### config.mk
export PLATFORM = sky130hd
export DESIGN_NAME = pt_probe_engine
export DESIGN_NICKNAME = d
export VERILOG_FILES = /design/src/rtl/ptw_probe_pkg.sv /design/src/rtl/probe_addr_gen.sv /design/src/rtl/probe_entry_judge.sv /design/src/rtl/pt_probe_engine.sv
export SDC_FILE = /design/constraint.sdc
export NUM_CORES = 1
export LEC_CHECK = 0
export BUFFER_PORTS_ARGS = -buffer_cell sky130_fd_sc_hd__buf_4
export CORE_ASPECT_RATIO = 1.5
export CORE_UTILIZATION = 30
export CTS_CLUSTER_DIAMETER = 30
export DETAILED_ROUTE_END_ITERATION = 10
export PLACE_DENSITY = 0.53
export SYNTH_ARGS = -nofsm -noshare
export SYNTH_HDL_FRONTEND = slang
export SYNTH_HIERARCHICAL = 1
export SYNTH_SLANG_ARGS = --single-unit
### constraint.sdc
create_clock -name clk -period 5 [get_ports clk]
set_input_delay 1.5 -clock clk [delete_from_list [all_inputs] [get_ports clk]]
set_output_delay 1.5 -clock clk [all_outputs]
set_load 0.01 [all_outputs]
### src/rtl/ptw_probe_pkg.sv
`timescale 1ns/1ps
package ptw_probe_pkg;

  localparam int ENTRY_W   = 32;
  localparam int TYPE_W    = 2;
  localparam int PTR_SHIFT = 4;
  localparam int LEVELS    = 3;

  // walk position: context entry, then three table levels
  typedef enum logic [1:0] {
    ST_CTX = 2'd0,
    ST_L1  = 2'd1,
    ST_L2  = 2'd2,
    ST_L3  = 2'd3
  } walk_stage_e;

  typedef enum logic [TYPE_W-1:0] {
    ET_INVALID = 2'd0,
    ET_TABLE   = 2'd1,
    ET_PAGE    = 2'd2,
    ET_RSVD    = 2'd3
  } entry_type_e;

  typedef enum logic [1:0] {
    ACT_FAIL    = 2'd0,
    ACT_HIT     = 2'd1,
    ACT_DESCEND = 2'd2
  } probe_act_e;

endpackage

### src/rtl/probe_addr_gen.sv
`timescale 1ns/1ps
module probe_addr_gen
  import ptw_probe_pkg::*;
#(
  parameter int PA_W  = 36,
  parameter int CTX_W = 16
) (
  input  walk_stage_e          stage,
  input  logic [ENTRY_W-1:0]   entry,
  input  logic [31:0]          vaddr,
  input  logic [31:0]          ctx_ptr,
  input  logic [CTX_W-1:0]     ctx_num,
  output logic [PA_W-1:0]      addr
);

  logic [PA_W-1:0] ctx_addr;
  logic [PA_W-1:0] tbl_base;
  logic [PA_W-1:0] lvl_off [LEVELS+1];

  assign ctx_addr = (PA_W'(ctx_ptr) << PTR_SHIFT) + (PA_W'(ctx_num) << PTR_SHIFT);
  assign tbl_base = PA_W'({entry[ENTRY_W-1:TYPE_W], {TYPE_W{1'b0}}}) << PTR_SHIFT;
  assign lvl_off[0] = '0;

  // one index slice per table level: 31:24, 23:18, 17:12
  for (genvar s = 1; s <= LEVELS; s++) begin : g_idx
    localparam int LO = 30 - 6 * s;
    localparam int HI = (s == 1) ? 31 : LO + 5;
    assign lvl_off[s] = PA_W'(vaddr[HI:LO]) << 2;
  end

  always_comb begin
    if (stage == ST_CTX) addr = ctx_addr;
    else                 addr = tbl_base + lvl_off[stage];
  end

  logic unused_bits;
  assign unused_bits = ^{vaddr[11:0], entry[TYPE_W-1:0]};

endmodule

### src/rtl/probe_entry_judge.sv
`timescale 1ns/1ps
module probe_entry_judge
  import ptw_probe_pkg::*;
(
  input  walk_stage_e        stage,
  input  logic [1:0]         level,
  input  logic [ENTRY_W-1:0] entry,
  output probe_act_e         act
);

  entry_type_e etype;
  logic [1:0]  stop_here;

  assign etype     = entry_type_e'(entry[TYPE_W-1:0]);
  assign stop_here = 2'd3 - 2'(stage);

  always_comb begin
    act = ACT_FAIL;
    unique case (etype)
      ET_TABLE: begin
        if (stage == ST_L3)          act = ACT_FAIL;
        else if (level == stop_here) act = ACT_HIT;
        else                         act = ACT_DESCEND;
      end
      ET_PAGE: begin
        if (stage == ST_CTX) act = ACT_FAIL;
        else                 act = ACT_HIT;
      end
      default: act = ACT_FAIL;
    endcase
  end

  logic [ENTRY_W-1:0] unused_entry;
  assign unused_entry = entry;

endmodule

### src/rtl/pt_probe_engine.sv
`timescale 1ns/1ps
module pt_probe_engine
  import ptw_probe_pkg::*;
#(
  parameter int PA_W  = 36,
  parameter int CTX_W = 16
) (
  input  logic               clk,
  input  logic               rst_n,
  input  logic               start,
  input  logic [1:0]         level,
  input  logic [31:0]        vaddr,
  input  logic [31:0]        ctx_ptr,
  input  logic [CTX_W-1:0]   ctx_num,
  output logic               busy,
  output logic               done,
  output logic [ENTRY_W-1:0] result,
  output logic               rd_req_valid,
  input  logic               rd_req_ready,
  output logic [PA_W-1:0]    rd_req_addr,
  input  logic               rd_rsp_valid,
  output logic               rd_rsp_ready,
  input  logic [ENTRY_W-1:0] rd_rsp_data
);

  typedef enum logic [1:0] {S_IDLE, S_ISSUE, S_AWAIT} fsm_e;

  fsm_e               state_q;
  walk_stage_e        stage_q;
  walk_stage_e        stage_nx;
  logic [1:0]         lvl_q;
  logic [31:0]        va_q;
  logic [PA_W-1:0]    addr_q;
  logic [PA_W-1:0]    addr_calc;
  logic [ENTRY_W-1:0] result_q;
  logic               done_q;
  logic               idle;
  probe_act_e         act;

  assign idle     = (state_q == S_IDLE);
  assign stage_nx = idle ? ST_CTX : walk_stage_e'(stage_q + 2'd1);

  probe_addr_gen #(.PA_W(PA_W), .CTX_W(CTX_W)) u_addr (
    .stage   (stage_nx),
    .entry   (rd_rsp_data),
    .vaddr   (idle ? vaddr : va_q),
    .ctx_ptr (ctx_ptr),
    .ctx_num (ctx_num),
    .addr    (addr_calc)
  );

  probe_entry_judge u_judge (
    .stage (stage_q),
    .level (lvl_q),
    .entry (rd_rsp_data),
    .act   (act)
  );

  always_ff @(posedge clk or negedge rst_n) begin
    if (!rst_n) begin
      state_q  <= S_IDLE;
      stage_q  <= ST_CTX;
      lvl_q    <= '0;
      va_q     <= '0;
      addr_q   <= '0;
      result_q <= '0;
      done_q   <= 1'b0;
    end else begin
      done_q <= 1'b0;
      unique case (state_q)
        S_IDLE: begin
          if (start) begin
            va_q    <= vaddr;
            lvl_q   <= level;
            stage_q <= ST_CTX;
            addr_q  <= addr_calc;
            state_q <= S_ISSUE;
          end
        end
        S_ISSUE: begin
          if (rd_req_ready) state_q <= S_AWAIT;
        end
        S_AWAIT: begin
          if (rd_rsp_valid) begin
            unique case (act)
              ACT_DESCEND: begin
                stage_q <= stage_nx;
                addr_q  <= addr_calc;
                state_q <= S_ISSUE;
              end
              ACT_HIT: begin
                result_q <= rd_rsp_data;
                done_q   <= 1'b1;
                state_q  <= S_IDLE;
              end
              default: begin
                result_q <= '0;
                done_q   <= 1'b1;
                state_q  <= S_IDLE;
              end
            endcase
          end
        end
        default: state_q <= S_IDLE;
      endcase
    end
  end

  assign busy         = !idle;
  assign done         = done_q;
  assign result       = result_q;
  assign rd_req_valid = (state_q == S_ISSUE);
  assign rd_req_addr  = addr_q;
  assign rd_rsp_ready = (state_q == S_AWAIT);

  assert_req_hold_R7: assert property (@(posedge clk) disable iff (!rst_n)
    rd_req_valid && !rd_req_ready |=> rd_req_valid && $stable(rd_req_addr));

  assert_one_read_R8: assert property (@(posedge clk) disable iff (!rst_n)
    !(rd_req_valid && rd_rsp_ready));

  assert_done_pulse_R9: assert property (@(posedge clk) disable iff (!rst_n)
    done |=> !done);

  assert_result_hold_R9: assert property (@(posedge clk) disable iff (!rst_n)
    !done |-> $stable(result));

  assert_result_kind_R4: assert property (@(posedge clk) disable iff (!rst_n)
    done && (result != '0) |-> (result[1:0] == 2'd1) || (result[1:0] == 2'd2));

  assert_no_final_table_R5: assert property (@(posedge clk) disable iff (!rst_n)
    done && (result[1:0] == 2'd1) |-> lvl_q != 2'd0);

endmodule

==> results of run 1 <==
final cells by class:
class                           count  area [sq um]
Fill cell                        2232         13220
Sequential cell                    95          2377
Inverter                           43         161.4
Tap cell                          272         340.3
Multi-Input combinational cell    503          3955
Timing Repair Buffer              192          1454
Clock buffer                        9         225.2
Clock inverter                      7         72.57
stage by stage:
step                      utilization  setup WS, ns
final                          0.3938        0.7792
after global routing           0.3938        0.4681
after CTS                      0.3938        0.7756
after detailed placement       0.3802        0.3922
after global placement         0.3802        0.4242
after floorplan                     -        0.8732
power breakdown:
part           switching, W  internal, W
registers          0.000231      0.00116
clock network      0.000350     0.000354
logic               0.00128      0.00135
how the worst min path moves through the flow:
| stage | from | endpoint | slack (ns) | cells past startpoint |
|---|---|---|---|---|
| final | rd_req_addr[34]$_DFFE_PN0P_ | rd_req_addr[34]$_DFFE_PN0P_ | 0.49 | 1 |
| after global routing | rd_req_addr[34]$_DFFE_PN0P_ | rd_req_addr[34]$_DFFE_PN0P_ | 0.51 | 1 |
| after CTS | rd_req_addr[34]$_DFFE_PN0P_ | rd_req_addr[34]$_DFFE_PN0P_ | 0.49 | 1 |
| after detailed placement | rd_req_addr[34]$_DFFE_PN0P_ | rd_req_addr[34]$_DFFE_PN0P_ | 0.48 | 1 |
| after global placement | rd_req_addr[34]$_DFFE_PN0P_ | rd_req_addr[34]$_DFFE_PN0P_ | 0.47 | 1 |
| after floorplan | va_q[13]$_DFFE_PN0P_ | va_q[13]$_DFFE_PN0P_ | 0.48 | 1 |
flip-flops by register name, summed over array words and instances, names as in the netlist:
register     count
rd_req_addr     36
done             1
result          32
stage_q          2
lvl_q            2
state_q          2
va_q            20
routing by layer:
metal,vias up,share of wire,global-route usage
li1,2777,-,-
met1,2754,0.41,0.2010
met2,143,0.53,0.3180
met3,14,0.052,0.03233
met4,0,0.013,0.04857
met5,-,0,0
layout by cell type (no fill, tap or decap), types with 11 or more instances in the layout:
cell type and n:
a21o_1 13, nor2_1 30, dfrtp_1 95, mux2i_1 32, nand2_1 68, buf_4 191
nor3_1 14, inv_1 42, mux2_1 11, mux2_2 51, a21oi_1 19, xor2_1 12
xnor2_1 21, mux2_4 22, ha_1 22, o21ai_0 20, nand3_1 17
critical path, stage by stage:
cell	delay (ns)
buf_4	0.11
mux2_2	0.26
mux2_2	0.26
a22o_1	0.23
ha_1	0.28
a21oi_1	0.22
nor2_1	0.18
nor2_1	0.66
or3_1	0.20
a31oi_1	0.09
and3_1	0.20
mux2_2	0.26
==> out/qor.yml, run 1 <==
final_layout:
  layout-drive-gt1-share: 0.3545
  final_nets: 987
  num_antenna_cells: 0
  syn_to_final_growth_pct: 27.81
  stdcell_count: 1121
  design_area_sq_um: 8586
critical_path:
  startpoint_type: "input port"
  crit_required_ns: 5.24
  reg2reg_slack_ns: 0.88
  crit_arrival_ns: 4.46
  r2r-end: "rd_req_addr[25]$_DFFE_PN0P_"
  cp-startpoint: "vaddr[23]"
  endpoint: "rd_req_addr[25]$_DFFE_PN0P_"
  timing.rr.start: "state_q[0]$_DFFE_PN0P_"
  r2r_cells: 12
  cp-end-kind: "flip-flop"
  cp_max_fo: 13
  crit_type: "in2reg"
floorplan:
  rows: 66
  die_x_microns: 124.2
  start_util: 0.3081
  coreArea_sq_um: 21800
  io_pins: 191
  dieArea_sq_um: 23010
  die_h_microns: 185.3
sta:
  rsz0062_at_grt: "no"
  tightest_slew_ns: 0.9053
  finalMaxSlewViolations: 0
  hold_ws_ns: 0.4890
  fmax_mhz: 236.9
  post-route-period-util: 0.8442
  fin_skew_ns: 0.01341
  setup_viol: 0
  min_period_ns: 4.221
  hold_violations: 0
  setup_tns_ns: 0
  relSlewSlack: 0.3951
place:
  dp_hpwl_microns: 15590
  gp_congestion: 0.8088
  portBuffers: 178
  dp_cells: 1105
  postPlaceCellArea_sq_um: 8288
clock_network:
  clk_latency_ns: 0.36
  clockBufferDepth: 2
  cts_num_sinks: 95
  cts_setup_buffers: 0
  cts_made_buffers: 9
  ctsResizeCount: 0
  h-tree-depth: 3
  cts_tree: "done"
  cts-root-buf: "clkbuf_16"
  postCtsHoldBufs: 0
  clkTransAtPathRegs_ns: 0.07
global_routing:
  grt_start_max_net_pins: 38
  grt_antenna_before_repair: 0
  grt.total_usage: 0.1736
  grt_pass1_vias: 5517
  gr-total-overflow: 0
  grt_pass1_wl_microns: 30050
flow_run:
  cap_viol_max_count: 0
synthesis:
  syn_inst: 676
  avgSynthCellArea_sq_um: 9.937
  syn_area_sq_um: 6718
  ys_warn_count: 6
drt:
  vias_per_cell: 5.074
  route.detailed.drc: 0
  first_pass_iters: 4
  dr_total_vias: 5688
  wire_per_inst_microns: 17.71
  drtIter0Drc: 266
  drt-total-wl_microns: 19850
  antenna_left: 0
power:
  p_leak_nw: 3.806
  power.density_nw_per_um2: 550.2
  total_power_w: 0.004724
  ir_drop_uv: 258.2
outcome:
  status: "complete, no violations"
min_path:
  hp-class: "reg2reg"
Note: power is estimated with default switching activity, not from simulation.
==> inputs of run 2 (changes only) <==
--- a/config.mk
+++ b/config.mk
@@ -5,12 +5,13 @@
 export SDC_FILE = /design/constraint.sdc
 export NUM_CORES = 1
 export LEC_CHECK = 0
+export ABC_AREA = 1
 export BUFFER_PORTS_ARGS = -buffer_cell sky130_fd_sc_hd__buf_4
 export CORE_ASPECT_RATIO = 1.5
 export CORE_UTILIZATION = 30
 export CTS_CLUSTER_DIAMETER = 30
 export DETAILED_ROUTE_END_ITERATION = 10
-export PLACE_DENSITY = 0.53
+export PLACE_DENSITY = 0.55
 export SYNTH_ARGS = -nofsm -noshare
 export SYNTH_HDL_FRONTEND = slang
 export SYNTH_HIERARCHICAL = 1
==> constraint.sdc (replaced) <==
create_clock -name clk -period 3.75 [get_ports clk]
set_input_delay 1.125 -clock clk [delete_from_list [all_inputs] [get_ports clk]]
set_output_delay 1.125 -clock clk [all_outputs]
set_load 0.01 [all_outputs]
==> run 2 against run 1 <==
  * Largest cell class unchanged
  * Combinational power rose by 14%
  * Largest power group unchanged
  * Sequential power rose by 14%
  * Final area rose by 6.8%
  * Via count rose by 33%
  * Global-route usage rose by 3.0 points
  * Final cell count rose by 43%
  * Total power rose by 18%
  * Core utilization fell by 0.74 points
==> out/qor.yml, run 2 <==
critical_path:
  cp_max_fo: 35  # was 13
  crit_required_ns: 4.05  # was 5.24 ns
  cp_common_cell: "nand2_1"  # was mux2_2
  startpoint_type: "flip-flop"  # was input port
  crit_arrival_ns: 3.39  # was 4.46 ns
  slowest_delay_ns: 0.44  # was 0.66 ns
  path_cells: "nor2_4 -> inv_2 -> o21ai_0 -> o21ai_0 -> o21ai_0 -> ha_1 -> fa_1 -> nand2_1 -> nand2_1 -> o21ai_4 -> nor2_2 -> nand3_1 -> xnor2_1 -> nand2_1 -> nand2_1 -> nand3_1 -> nand2_1"  # was buf_4 -> mux2_2 -> mux2_2 -> a22o_1 -> ha_1 -> a21oi_1 -> nor2_1 -> nor2_1 -> or3_1 -> a31oi_1 -> and3_1 -> mux2_2
  cp-end-kind: "flip-flop"  # unchanged
  reg2reg_slack_ns: 0.66  # was 0.88 ns
  critical_path.slowest_cell: "dfrtp_1"  # was nor2_1
  crit_type: "reg2reg"  # was in2reg
power:
  p_comb_frac: 0.539  # was 0.557
  ir_drop_uv: 393.5  # was 258.2 uV
  p_leak_nw: 5.110  # was 3.806 nW
  netSwitchingFraction: 0.4594  # was 0.3941
  internal_power_w: 0.003013  # was 0.002862 W
  p_clk_frac: 0.176  # was 0.149
  power.density_nw_per_um2: 607.6  # was 550.2 nW/um^2
  power_frac_seq: 0.285  # was 0.294
  p_switching_w: 0.002561  # was 0.001862 W
  total_power_w: 0.005574  # was 0.004724 W
final_layout:
  largest_register_ffs: 36  # unchanged
  final_nets: 1421  # was 987
  layout-drive-gt1-share: 0.1902  # was 0.3545
  mostFrequentLayoutCells: "nand2_1, buf_4, nand3_1"  # was buf_4, dfrtp_1, nand2_1
  syn_to_final_growth_pct: 26.57  # was 27.81%
  final_common_cell: "nand2_1"  # was buf_4
drt:
  dr_total_vias: 7562  # was 5688
  vias_per_cell: 4.717  # was 5.074
  first_pass_iters: 6  # was 4
  drtIter0Drc: 401  # was 266
  antenna_left: 0  # unchanged
  drt-total-wl_microns: 24420  # was 19850 microns
  route.detailed.drc: 0  # unchanged
  wire_per_inst_microns: 15.23  # was 17.71 microns
sta:
  setup_tns_ns: 0  # unchanged
  post-route-period-util: 0.8232
  finalMaxSlewViolations: 0  # unchanged
  fmax_mhz: 323.9
  rsz0062_at_grt: "no"  # unchanged
  fin_skew_ns: 0.009425  # was 0.01341 ns
  hold_ws_ns: 0.4738  # was 0.4890 ns
  relSlewSlack: 0.4129  # was 0.3951
  hold_violations: 0  # unchanged
  min_period_ns: 3.087
  setup_ws_ns: 0.6631  # was 0.7792 ns
  setup_viol: 0  # unchanged
  tightest_slew_ns: 0.8797  # was 0.9053 ns
clock_network:
  cts_num_sinks: 95  # unchanged
  postCtsHoldBufs: 0  # unchanged
  cts_made_buffers: 9  # unchanged
  cts-root-buf: "clkbuf_16"  # unchanged
  clkTransAtPathRegs_ns: 0.07  # about the same
  clk_latency_ns: 0.36  # about the same
  cts_tree: "done"  # unchanged
  clockBufferDepth: 2  # unchanged
  cts_setup_buffers: 0  # unchanged
  ctsResizeCount: 0  # unchanged
  h-tree-depth: 3  # unchanged
global_routing:
  grt.total_usage: 0.2032  # was 0.1736
  grt_pass1_vias: 7479  # was 5517
  grt_antenna_before_repair: 1  # was 0
  grt_pass1_wl_microns: 38540  # was 30050 microns
  grt_start_max_net_pins: 54  # was 38
  gr-total-overflow: 0  # unchanged
floorplan:
  die_x_microns: 128.9  # was 124.2 microns
  die_h_microns: 192.4  # was 185.3 microns
  coreArea_sq_um: 23740  # was 21800 sq um
  io_pins: 191  # unchanged
  start_util: 0.3053  # was 0.3081
  dieArea_sq_um: 24800  # was 23010 sq um
  rows: 69  # was 66
flow_run:
  cap_viol_max_count: 0  # unchanged
synthesis:
  ys_warn_count: 6  # unchanged
  syn_area_sq_um: 7248  # was 6718 sq um
  avgSynthCellArea_sq_um: 6.472  # was 9.937 sq um
  syn_inst: 1120  # was 676
place:
  dp_slack_ns: 0.3482  # was 0.3922 ns
  portBuffers: 178  # unchanged
  dp_hpwl_microns: 19220  # was 15590 microns
  gp_congestion: 0.8748  # was 0.8088
outcome:
  status: "complete, no violations"  # unchanged
min_path:
  hp-class: "reg2reg"  # unchanged
-- run 2: changes by cell type in the layout (fill, tap and decap cells not counted), sizes merged, moves of 15 or more --
cell / previous run / this run
inv: 47 / 125
mux2: 84 / 0
mux2i: 32 / 0
nand2: 68 / 413
nand3: 17 / 142
nand3b: 1 / 16
nor2: 32 / 71
o21ai: 24 / 103
xnor2: 21 / 5
-- run 2: final cells by class --
class | instances | area [sq um]
Antenna cell | 1 | 2.502
Timing Repair Buffer | 193 | 1461
Clock buffer | 10 | 239.0
Multi-Input combinational cell | 855 | 4163
Tap cell | 319 | 399.1
Fill cell | 2583 | 14570
Inverter | 124 | 465.4
Clock inverter | 6 | 66.31
Sequential cell | 95 | 2377
-- run 2: final timing paths --
kind | start | end | cells past startpoint
setup / recovery | state_q[1]$_DFFE_PN0P_ | rd_req_addr[22]$_DFFE_PN0P_ | 17
hold / removal | rd_req_addr[20]$_DFFE_PN0P_ | rd_req_addr[20]$_DFFE_PN0P_ | 2
setup reg to reg | state_q[1]$_DFFE_PN0P_ | rd_req_addr[22]$_DFFE_PN0P_ | 17
hold reg to reg | rd_req_addr[20]$_DFFE_PN0P_ | rd_req_addr[20]$_DFFE_PN0P_ | 2
max in group asynchronous | rst_n | va_q[21]$_DFFE_PN0P_ | 2
min in group asynchronous | rst_n | rd_req_addr[31]$_DFFE_PN0P_ | 1
-- run 2: critical path: cells and delay by family, from the launching register on --
kind | cells | cell delay, ns
simple gates | 9 | 0.86
flops | 1 | 0.44
buf+inv | 1 | 0.40
fa+ha+maj | 2 | 0.61
compound gates | 4 | 0.59
xor+xnor | 1 | 0.11
-- run 2: metal layers --
| metal | share of wire | GRT usage | up-vias | wire [microns] |
|---|---|---|---|---|
| li1 | - | - | 3892 | - |
| met2 | 0.52 | 0.3798 | 160 | 12810 |
| met5 | 0 | 0 | - | 0 |
| met1 | 0.42 | 0.2346 | 3478 | 10230 |
| met3 | 0.031 | 0.02246 | 32 | 749 |
| met4 | 0.026 | 0.07602 | 0 | 623 |
-- run 2: through the flow --
| stage | cell area [sq um] | utilization | instances |
|---|---|---|---|
| finish | 9174 | 0.3864 | 1603 |
| detailed placement | 8866 | 0.3734 | 1586 |
| CTS | 9171 | 0.3863 | 1602 |
| global route | 9174 | 0.3864 | 1603 |
| global placement | 8866 | 0.3734 | 1586 |
| floorplan | 7252 | - | 1121 |
-- run 2: power by group through the flow --
stage               clock [W]  sequential [W]  combinational (W)
floorplan                   0         0.00167            0.00189
global placement            0         0.00160            0.00301
detailed placement          0         0.00161            0.00304
CTS                   0.00100         0.00159            0.00305
global route          0.00103         0.00163            0.00342
finish               0.000981         0.00159            0.00300
==> inputs of run 3 (changes only) <==
--- a/config.mk
+++ b/config.mk
@@ -5,7 +5,7 @@
 export SDC_FILE = /design/constraint.sdc
 export NUM_CORES = 1
 export LEC_CHECK = 0
-export ABC_AREA = 1
+export ABC_AREA = 0
 export BUFFER_PORTS_ARGS = -buffer_cell sky130_fd_sc_hd__buf_4
 export CORE_ASPECT_RATIO = 1.5
 export CORE_UTILIZATION = 30
==> constraint.sdc (replaced) <==
create_clock -name clk -period 2.8 [get_ports clk]
set_input_delay 0.84 -clock clk [delete_from_list [all_inputs] [get_ports clk]]
set_output_delay 0.84 -clock clk [all_outputs]
set_load 0.01 [all_outputs]
==> run 3 against run 2 <==
  * The flow now finishes with violations (setup timing)
  * Hold slack improved by 0.021 ns
  * Sequential share of layout area fell by 1.2 points
  * Final area rose by 4.8%
  * Critical endpoint is now rd_req_addr[30]$_DFFE_PN0P_
  * Via count fell by 19%
  * Total power rose by 66%
  * Sequential power rose by 55%
==> out/qor.yml, run 3 (synthesis gave the netlist of run 1 again) <==
final_layout:
  largest_register_ffs: 36  # unchanged
  mostFrequentLayoutCells: "buf_4, dfrtp_1, nand2_1"  # was nand2_1, buf_4, nand3_1
  num_antenna_cells: 0  # was 1
  layout-drive-gt1-share: 0.4503  # was 0.1902
  final_nets: 1084  # was 1421
  syn_to_final_growth_pct: 43.16  # was 26.57%
  final_common_cell: "buf_4"  # was nand2_1
critical_path:
  critical_path.slowest_cell: "dfrtp_2"  # was dfrtp_1
  crit_required_ns: 3.04  # was 4.05 ns
  r2r_cells: 13  # was 17
  timing.rr.start: "state_q[1]$_DFFE_PN0P_"  # unchanged
  r2r-end: "rd_req_addr[30]$_DFFE_PN0P_"  # was rd_req_addr[22]$_DFFE_PN0P_
  crit_arrival_ns: 3.57  # was 3.39 ns
  reg2reg_slack_ns: -0.53  # was 0.66 ns
  cp_max_fo: 5  # was 35
  cp-end-kind: "flip-flop"  # unchanged
  cp_common_cell: "mux2_4"  # was nand2_1
  slowest_delay_ns: 0.43  # was 0.44 ns
  path_cells: "nor2_4 -> mux2_4 -> mux2_4 -> a22o_1 -> ha_2 -> fa_2 -> a21o_1 -> a31oi_4 -> nor4b_1 -> xor2_1 -> nor2_1 -> a31oi_1 -> mux2_1"  # was nor2_4 -> inv_2 -> o21ai_0 -> o21ai_0 -> o21ai_0 -> ha_1 -> fa_1 -> nand2_1 -> nand2_1 -> o21ai_4 -> nor2_2 -> nand3_1 -> xnor2_1 -> nand2_1 -> nand2_1 -> nand3_1 -> nand2_1
  startpoint_type: "flip-flop"  # unchanged
  crit_type: "reg2reg"  # unchanged
power:
  internal_power_w: 0.005694  # was 0.003013 W
  p_comb_frac: 0.597  # was 0.539
  power_frac_seq: 0.268  # was 0.285
  p_switching_w: 0.003550  # was 0.002561 W
  p_leak_nw: 4.405  # was 5.110 nW
  p_clk_frac: 0.135  # was 0.176
  total_power_w: 0.009245  # was 0.005574 W
  netSwitchingFraction: 0.3840  # was 0.4594
  power.density_nw_per_um2: 961.3  # was 607.6 nW/um^2
  ir_drop_uv: 498.3  # was 393.5 uV
global_routing:
  use_met2: 0.3361  # was 0.3798
  grt_antenna_before_repair: 0  # was 1
  grt_pass1_wl_microns: 31750  # was 38540 microns
  grtUsageMet3: 0.03264  # was 0.02246
  grt_use_met1: 0.2063  # was 0.2346
  gr-total-overflow: 0  # unchanged
  grt_pass1_vias: 6120  # was 7479
  grt.total_usage: 0.1848  # was 0.2032
  grt_start_max_net_pins: 96  # was 54
  top_usage_layer: "met2"  # unchanged
drt:
  first_pass_iters: 4  # was 6
  vias_per_cell: 5.024  # was 4.717
  dr_total_vias: 6119  # was 7562
  drt-total-wl_microns: 20990  # was 24420 microns
  wire_per_inst_microns: 17.24  # was 15.23 microns
  route.detailed.drc: 0  # unchanged
  drtIter0Drc: 207  # was 401
  antenna_left: 0  # unchanged
clock_network:
  h-tree-depth: 3  # unchanged
  clkTransAtPathRegs_ns: 0.08  # was 0.07 ns
  cts_tree: "done"  # unchanged
  clk_latency_ns: 0.36  # about the same
  cts_made_buffers: 9  # unchanged
  cts-root-buf: "clkbuf_16"  # unchanged
  cts_num_sinks: 95  # unchanged
  clockBufferDepth: 2  # unchanged
min_path:
  hp-class: "reg2reg"  # unchanged
  hold_end: "rd_req_addr[34]$_DFFE_PN0P_"  # was rd_req_addr[20]$_DFFE_PN0P_
  holdCritStartpoint: "rd_req_addr[34]$_DFFE_PN0P_"  # was rd_req_addr[20]$_DFFE_PN0P_
  min_path_cells: 1  # was 2
outcome:
  violations: "setup timing"
  status: "complete, but fails checks"  # was complete, no violations
floorplan:
  start_util: 0.3081  # was 0.3053
  die_h_microns: 185.3  # was 192.4 microns
  rows: 66  # was 69
  die_x_microns: 124.2  # was 128.9 microns
  dieArea_sq_um: 23010  # was 24800 sq um
  coreArea_sq_um: 21800  # was 23740 sq um
  io_pins: 191  # unchanged
sta:
  post-route-period-util: 1.188  # was 0.8232
  setup_ws_ns: -0.5252  # was 0.6631 ns
  tightest_slew_ns: 0.5986  # was 0.8797 ns
  finalMaxSlewViolations: 0  # unchanged
  relSlewSlack: 0.6002  # was 0.4129
  setup_viol: 26  # was 0
  fmax_mhz: 300.7  # was 323.9 MHz
  rsz0062_at_grt: "yes"  # was no
  hold_violations: 0  # unchanged
  fin_skew_ns: 0.008531  # was 0.009425 ns
  setup_tns_ns: -9.751  # was 0 ns
  min_period_ns: 3.325  # was 3.087 ns
place:
  dp_hpwl_microns: 16060  # was 19220 microns
  dp_slack_ns: -0.7984  # was 0.3482 ns
  portBuffers: 178  # unchanged
  gp_congestion: 0.8327  # was 0.8748
flow_run:
  cap_viol_max_count: 0  # unchanged
-- run 3: cell count changes in the layout (fill, tap and decap cells not counted), moves of 13 or more --
cell	delta
inv_1	-75
xnor2_1	+13
nor2_1	-33
mux2_2	+39
nand3b_1	-15
mux2i_1	+32
nand3_1	-127
o21ai_0	-78
mux2_4	+34
nand2_1	-341
buf_4	+86
-- run 3: metal layers --
| metal | wire (microns) | part of all wire |
|---|---|---|
| met4 | 534 | 0.025 |
| met1 | 8453 | 0.40 |
| met3 | 927 | 0.044 |
| met5 | 0 | 0 |
| met2 | 11080 | 0.53 |
-- run 3: stage by stage --
stage                     cell area [sq um]  hold WS (ns)    util  cells
after floorplan                        6774        0.4779       -    677
after global placement                 9010        0.4727  0.4133   1190
after detailed placement               9010        0.4768  0.4133   1190
after CTS                              9565        0.4962  0.4388   1217
after global routing                   9617        0.5141  0.4411   1218
final                                  9617        0.4944  0.4411   1218
-- run 3: worst max-delay path by stage --
stage                            from                          end  slack, ns  cells after the start
4_1_cts        state_q[1]$_DFFE_PN0P_  rd_req_addr[30]$_DFFE_PN0P_      -0.53                     13
6_report       state_q[1]$_DFFE_PN0P_  rd_req_addr[30]$_DFFE_PN0P_      -0.53                     13
3_3_place_gp                vaddr[23]  rd_req_addr[31]$_DFFE_PN0P_      -0.77                     12
3_5_place_dp                vaddr[17]  rd_req_addr[31]$_DFFE_PN0P_      -0.80                     12
2_1_floorplan               vaddr[16]  rd_req_addr[14]$_DFFE_PN0P_      -0.49                     12
5_1_grt        state_q[1]$_DFFE_PN0P_  rd_req_addr[34]$_DFFE_PN0P_      -0.68                     13
-- run 3: area by class of cell --
type | instances | area, sq um
fillers | 2184 | 12180
multi-input cells | 504 | 4198
flip-flops and latches | 95 | 2380
repair buffers | 288 | 2247
well taps | 272 | 340.3
clock buffers | 9 | 225.2
inverters | 43 | 161.4
clock inverters | 7 | 65.06
-- run 3: what timing repair did --
item | in CTS | in global routing
cloned | 1 | 0
pin swaps | 19 | 14
hold buffers | 0 | 0
resized for setup | 41 | 10
buffers inserted | 10 | 1
setup endpoints to repair | 28 | 28
-- run 3: critical path: cells and delay by family, from the launching register on --
family          cells  cell delay, ns
flops               1            0.43
mux                 3            0.91
fa+ha+maj           2            0.52
simple gates        3            0.48
compound gates      4            0.69
xor+xnor            1            0.19
-- run 3: power groups by stage --
stage                     clock network (W)  registers, W  logic (W)
final                               0.00125       0.00247    0.00552
after CTS                           0.00129       0.00248    0.00553
after global placement                    0       0.00247    0.00513
after floorplan                           0       0.00266    0.00288
after global routing                0.00135       0.00256    0.00601
after detailed placement                  0       0.00248    0.00518
